<file path="src/rtl/wb_pkg.sv">
// Shared types for the wired barrier synchronizer.
// Assumes: nothing beyond a standard SystemVerilog package scope.
package wb_pkg;

    // Per-processor barrier state: holding flag and arrival-not-yet-seen flag.
    typedef struct packed {
        logic hold;   // pulls the shared line low while set
        logic pend;   // processor has arrived but not yet seen the line high
    } wb_slot_t;

    localparam wb_slot_t WB_SLOT_IDLE = '{hold: 1'b0, pend: 1'b0};

endpackage

</file>
<file path="src/rtl/wb_slot.sv">
// One processor's register interface to the barrier.
// Holds the flag that pulls the shared line low and a pending flag that
// blocks a new arm until the processor's own status bit has read high.
// Assumes: y_seen is this processor's registered status bit.
module wb_slot
    import wb_pkg::*;
(
    input  logic     clk,
    input  logic     rst_n,
    input  logic     arm,
    input  logic     arrive,
    input  logic     y_seen,
    output wb_slot_t state
);

    wb_slot_t st_q;

    // Update flag and pending bit; arrival on a set flag takes priority.
    always_ff @(posedge clk) begin
        if (!rst_n) begin
            st_q <= WB_SLOT_IDLE;
        end else if (arrive && st_q.hold) begin
            st_q.hold <= 1'b0;
            st_q.pend <= 1'b1;
        end else begin
            if (arm && !st_q.hold && (!st_q.pend || y_seen)) begin
                st_q.hold <= 1'b1;
            end
            if (y_seen) begin
                st_q.pend <= 1'b0;
            end
        end
    end

    assign state = st_q;

endmodule

</file>
<file path="src/rtl/wb_line.sv">
// Wired-AND model of the shared barrier line.
// The line is high only when no holding flag is set. It is built as a
// chain of AND stages, one per processor, as an open-collector bus would be.
// Assumes: NUM_PROC >= 1.
module wb_line #(
    parameter int NUM_PROC = 4
) (
    input  logic [NUM_PROC-1:0] hold_vec,
    output logic                line
);

    logic [NUM_PROC:0] chain;

    assign chain[0] = 1'b1;

    // Each processor may pull the line low; none can drive it high.
    for (genvar g = 0; g < NUM_PROC; g++) begin : g_pull
        assign chain[g+1] = chain[g] & ~hold_vec[g];
    end

    assign line = chain[NUM_PROC];

endmodule

</file>
<file path="src/rtl/wb_status.sv">
// Per-processor status registers that sample the shared line, plus an
// optional one-cycle release strobe on each status bit's rising edge.
// Assumes: the line is a combinational function of registered flags.
module wb_status #(
    parameter int NUM_PROC = 4,
    parameter bit REL_EN   = 1'b1
) (
    input  logic                clk,
    input  logic                rst_n,
    input  logic                line,
    output logic [NUM_PROC-1:0] y,
    output logic [NUM_PROC-1:0] rel
);

    for (genvar g = 0; g < NUM_PROC; g++) begin : g_stat
        logic y_q;

        // Sample the shared line; reset value matches a line with no flags set.
        always_ff @(posedge clk) begin
            if (!rst_n) y_q <= 1'b1;
            else        y_q <= line;
        end

        assign y[g] = y_q;

        if (REL_EN) begin : g_rel
            logic rel_q;

            // Strobe in the same cycle the status bit goes from 0 to 1.
            always_ff @(posedge clk) begin
                if (!rst_n) rel_q <= 1'b0;
                else        rel_q <= line & ~y_q;
            end

            assign rel[g] = rel_q;
        end else begin : g_norel
            assign rel[g] = 1'b0;
        end
    end

endmodule

</file>
<file path="src/rtl/wired_barrier_sync.sv">
// Top level of the wired barrier synchronizer.
// Each processor arms a holding flag at a fork and clears it on arrival.
// The shared line is high only when no flag is set, and every processor
// reads it back through a registered status bit.
// Assumes: arm/arrive come from per-processor register writes, one pulse
// per request, synchronous to clk.
module wired_barrier_sync
    import wb_pkg::*;
#(
    parameter int NUM_PROC = 4,
    parameter bit REL_EN   = 1'b1
) (
    input  logic                clk,
    input  logic                rst_n,
    input  logic [NUM_PROC-1:0] arm_i,
    input  logic [NUM_PROC-1:0] arrive_i,
    output logic [NUM_PROC-1:0] armed_o,
    output logic [NUM_PROC-1:0] y_o,
    output logic [NUM_PROC-1:0] release_o
);

    wb_slot_t [NUM_PROC-1:0] slot_st;
    logic     [NUM_PROC-1:0] hold_vec;
    logic     [NUM_PROC-1:0] pend_vec;
    logic                    line;

    for (genvar g = 0; g < NUM_PROC; g++) begin : g_slot
        wb_slot u_slot (
            .clk    (clk),
            .rst_n  (rst_n),
            .arm    (arm_i[g]),
            .arrive (arrive_i[g]),
            .y_seen (y_o[g]),
            .state  (slot_st[g])
        );
        assign hold_vec[g] = slot_st[g].hold;
        assign pend_vec[g] = slot_st[g].pend;
    end

    wb_line #(.NUM_PROC(NUM_PROC)) u_line (
        .hold_vec (hold_vec),
        .line     (line)
    );

    wb_status #(.NUM_PROC(NUM_PROC), .REL_EN(REL_EN)) u_status (
        .clk   (clk),
        .rst_n (rst_n),
        .line  (line),
        .y     (y_o),
        .rel   (release_o)
    );

    assign armed_o = hold_vec;

endmodule

</file>
<file path="config.mk">
export PLATFORM = sky130hd
export DESIGN_NAME = wired_barrier_sync
export DESIGN_NICKNAME = d
export VERILOG_FILES = /design/src/rtl/wb_pkg.sv /design/src/rtl/wb_slot.sv /design/src/rtl/wb_line.sv /design/src/rtl/wb_status.sv /design/src/rtl/wired_barrier_sync.sv
export SDC_FILE = /design/constraint.sdc
export NUM_CORES = 1
export LEC_CHECK = 0
export BUFFER_PORTS_ARGS = -buffer_cell sky130_fd_sc_hd__buf_2
export CAP_MARGIN = 10
export CORE_AREA = 2 2 39 41
export DETAILED_ROUTE_END_ITERATION = 8
export DIE_AREA = 0 0 41 43
export GPL_TIMING_DRIVEN = 0
export PLACE_DENSITY = 0.71
export SYNTH_ARGS = -nofsm -noshare
export SYNTH_HDL_FRONTEND = slang
export SYNTH_SLANG_ARGS = --single-unit
</file>
<file path="constraint.sdc">
create_clock -name clk -period 1.4 [get_ports clk]
set_input_delay 0.28 -clock clk [delete_from_list [all_inputs] [get_ports clk]]
set_output_delay 0.28 -clock clk [all_outputs]
set_load 0.03 [all_outputs]
</file>
======== Yosys cells after proc, flatten, opt, wreduce, memory -nomap -nowiden ========
Index checks and enable logic that the tools add are counted.
cells by class
  multiplexer cells ....................... 5
  bitwise gates (word level) .............. 10
  reduce and logical (&&, ||, !) cells .... 32
operators by type and width
  operator            count
  1-bit logical AND   12
  1-bit zero test     8
  2-bit nonzero test  4
  2-bit OR reduction  4
  1-bit NOT           6
  1-bit 2-to-1 mux    5
  1-bit AND           4
  1-bit logical OR    4
word-level totals
  register bits ........................... 10
  word-level logic and storage cells ...... 57

======== Logic depth before layout (Yosys ltp) ========
  depth after elaboration ................. 5
  gate-level depth with buffers ........... 3
  depth with buffers taken out ............ 3

======== Hierarchy ========
A second synthesis with hierarchy kept.
second synthesis, totals
  cell total of the unflattened synthesis .. 49
  area total of the unflattened synthesis .. 457.9 sq um
modules (own cells, without submodules)
  module     times used  cells each  area each (sq um)  sequential area each (sq um)
  wb_slot    4           9           82.6               40.0
  wb_status  1           12          115.1              40.0
  wb_line    1           1           12.5               0.0

======== Worst setup path after synthesis ========
No wires, ideal clock.
  path type ............................... reg-to-reg
  from .................................... register g_slot[0].u_slot.st_q, in the netlist g_slot[0].u_slot.state[1]
  to ...................................... register u_status.g_stat[0].g_rel.rel_q
  library setup time ...................... 0.073 ns
  data arrival time ....................... 1.004 ns
  setup slack ............................. 0.324 ns
  cell stages (with the launch flop) ...... 3
  buffers on the path ..................... 0
  period minus slack after synthesis ...... 1.076 ns
  cell sequence ........................... dfxtp_1 > or4_4 > nor3b_2
between the ends
  word-level cells in the longest chain between the ends .. 5
RTL lines
  element                  line             source
  from (decl)              wb_slot.sv:16    wb_slot_t st_q;
  1-bit NOT                wb_line.sv:18    assign chain[g+1] = chain[g] & ~hold_vec[g];
  1-bit AND (3 in series)  wb_line.sv:18
  1-bit AND                --
  to (signal assigned)     wb_status.sv:32  else rel_q <= line & ~y_q;
  to (decl)                wb_status.sv:27  logic rel_q;
Every way passes these cells.
A chain may end at the register's enable or synchronous reset.

==> summary.md <==
| Metric | Value |
|---|---|
| Status | complete, no violations |
| GRT Overall Usage | 11.5% |
| Initial Utilization | 34.5% |
| Worst-path cell chain | buf_4 > buf_2 |
| Worst-Skew Late Latency | 260 ps |
| Synth warn | 0 |
| Setup TNS | 0 ps |
| Most frequent cells in the layout | buf_2, buf_4, dfxtp_1, nor2b_1, nand2b_1 |
| Maximum VDD drop | 466 µV |
| CTS tree | yes |
| CTS H-Tree Depth | 1 |
| First-pass GRT wire length | 1.28 mm |
| Port-buffer cells | 21 |
| RSZ-0062 raised after global routing | false |
| Max Clock Freq | 0.793 GHz |
| Grt total ovfl | 0 |
| Max Buffers Root-to-Sink | 2 |
| Synthesized cell area | 478 µm² |
| CP max-delay cell | dfxtp_2 |
| Seq cells post-synth | 10 |
| Setup crit start | u_status.g_stat[0].y_q |
| Num rows | 14 |
| Kind of critical path | reg -> out |
| FF-to-FF Start | g_slot[0].u_slot.state[1] |
| Reg2Reg Setup Slack | 260 ps |
| Final setup margin | 138 ps |
| Syn_nets | 62 |
| Syn Area/Cell | 9.19 µm² |
| Worst path depth | 2 |
| Met3 usage | 6.28% |
| Detailed Routing Iterations Pass 1 | 3 |
| Sink Count | 10 |
| Minimum clock period | 1260 ps |
| Lkg Pwr | 0.309 nW |
| Post-CTS Repair Setup Buffers | 0 |
| Layout cell share with drive strength beyond 1 | 51.3% |
| Final-report max-slew violation count | 0 |
| Post-CTS Resized | 1 |
| Core Box Area | 0.00138 mm² |
| Clock transition at path regs | 50 ps |
| Cts hold-fix bufs | 0 |
| WL per Instance | 8.59 µm |
| Post-Syn Instances | 52 |
| Crit path max fanout | 9 |
| Antenna viol nets, final | 0 |
| Worst Setup Slack post-DPL | 266 ps |
| CTS Root Cell | clkbuf_4 |
| Routed WL | 790 µm |
| Gp weighted congestion | 0.669 |
| PwrDens | 1080 mW/mm² |
| Startpoint types | flop |
| Dpl hpwl | 637 µm |
| Largest net degree at the start of global routing | 11 |
| Antenna violations before repair | 0 |
| Residual DRC | 0 |
| Max-cap viol count | 0 |
| Worst hold path class | in -> reg |
| Worst Tran Pin Value | 173 ps |
| Largest stage delay, worst path | 420 ps |
| Slew headroom | 88.5% |
| Reg2reg path depth | 2 |
| Crit path buf inv count | 2 |
| Routed via count | 392 |
| Met1 Usage GRT | 11.1% |
| Antenna cells | 0 |
| Yosys cell types | 14 |
| Crit path DAT | 980 ps |
| Sequential fraction of the synthesis area | 41.9% |
| Grt met2 use | 17.5% |
| Die H | 43 µm |
| Num CTS Buffers | 3 |
| # setup viols final | 0 |
| Final Hold Vio Count | 0 |
| Starting DRT DRC Count | 2 |
| Most common cell after layout, fill and taps aside | buf_2 |
| Core Util, Final | 45.3% |
| Worst flop-to-flop path endpoint | u_status.g_stat[0].g_rel.rel_q |
| Total power | 0.000680 W |
| Tcrit/Tclk final | 90.1% |
| Worst path required time | 1120 ps |
| GRT busiest layer | met2 |
| Worst setup EP type | primary output |
| Vias in the first global route | 350 |
| I/O pin count | 22 |
| Die area | 0.00176 mm² |
| Via-to-Cell Ratio | 4.26 |
| Critical Path Sink | y_o[2] |
| CP top delay family | flip-flops |
| # nets final | 88 |
| Synthesis-to-finish area growth | 31.2% |
| WHS | 254 ps |
| Die W | 41 µm |
| Clock skew | 7.09 ps |
logic make-up after synthesis:
group | count (synthesis) | synth area share (%)
flops | 10 | 41.9
simple gates | 19 | 26.7
buf+inv | 15 | 21.2
compound gates | 8 | 10.2
where the power goes:
| group | internal (W) | leakage (nW) | total [W] | switching, W |
|---|---|---|---|---|
| Clock | 0.0000987 | 0.0138 | 0.000185 | 0.0000864 |
| Sequential | 0.000304 | 0.0822 | 0.000324 | 0.0000203 |
| Combinational | 0.0000828 | 0.213 | 0.000171 | 0.0000878 |
cells in the mapped netlist, drive strengths merged:
cell type / count / area, µm²
dfxtp: 10 / 200
or4: 1 / 11.3
nand3b: 1 / 7.51
inv: 3 / 11.3
a21oi: 3 / 15.0
nor2b: 6 / 37.5
or2b: 1 / 7.51
nand2b: 4 / 25.0
nand2: 2 / 7.51
o22ai: 3 / 18.8
buf: 12 / 90.1
and2: 3 / 18.8
a21boi: 2 / 15.0
nor3b: 1 / 12.5
sequential cells by signal, indices dropped and copies added, names as in the netlist:
signal and flops:
u_status.g_stat.g_rel.rel_q 1, g_slot.u_slot.state 8, u_status.g_stat.y_q 1
routing by layer:
layer  up-vias  part of all wire (%)
met5         -                     0
met4         0                   1.1
met3         2                   9.0
met2        16                    51
met1       169                    38
li1        205                     -
final cells by class:
cell class,instances,area [µm²]
inverter,3,11.3
sequential,10,201
multi-input combinational,27,176
clock buffer,3,22.5
timing repair buffer,21,105
tap,16,20.0
fill,141,757
buffer,12,90.1
worst min path at each step:
stage                                          from                         to  slack, ps  depth (start not counted)
final                                         rst_n     u_status.g_stat[0].y_q        250                          2
after global routing                          rst_n     u_status.g_stat[0].y_q        260                          2
after CTS                                     rst_n     u_status.g_stat[0].y_q        250                          2
after detailed placement  g_slot[0].u_slot.state[0]  g_slot[0].u_slot.state[0]        480                          2
after global placement    g_slot[0].u_slot.state[0]  g_slot[0].u_slot.state[0]        470                          2
after floorplan                               rst_n     u_status.g_stat[0].y_q        340                          1
stage by stage:
step,std cells,instance area [µm²]
after floorplan,52,478
after global placement,89,603
after detailed placement,89,603
after CTS,92,627
after global routing,92,627
final,92,627
Power figures use the tool's default switching activity.
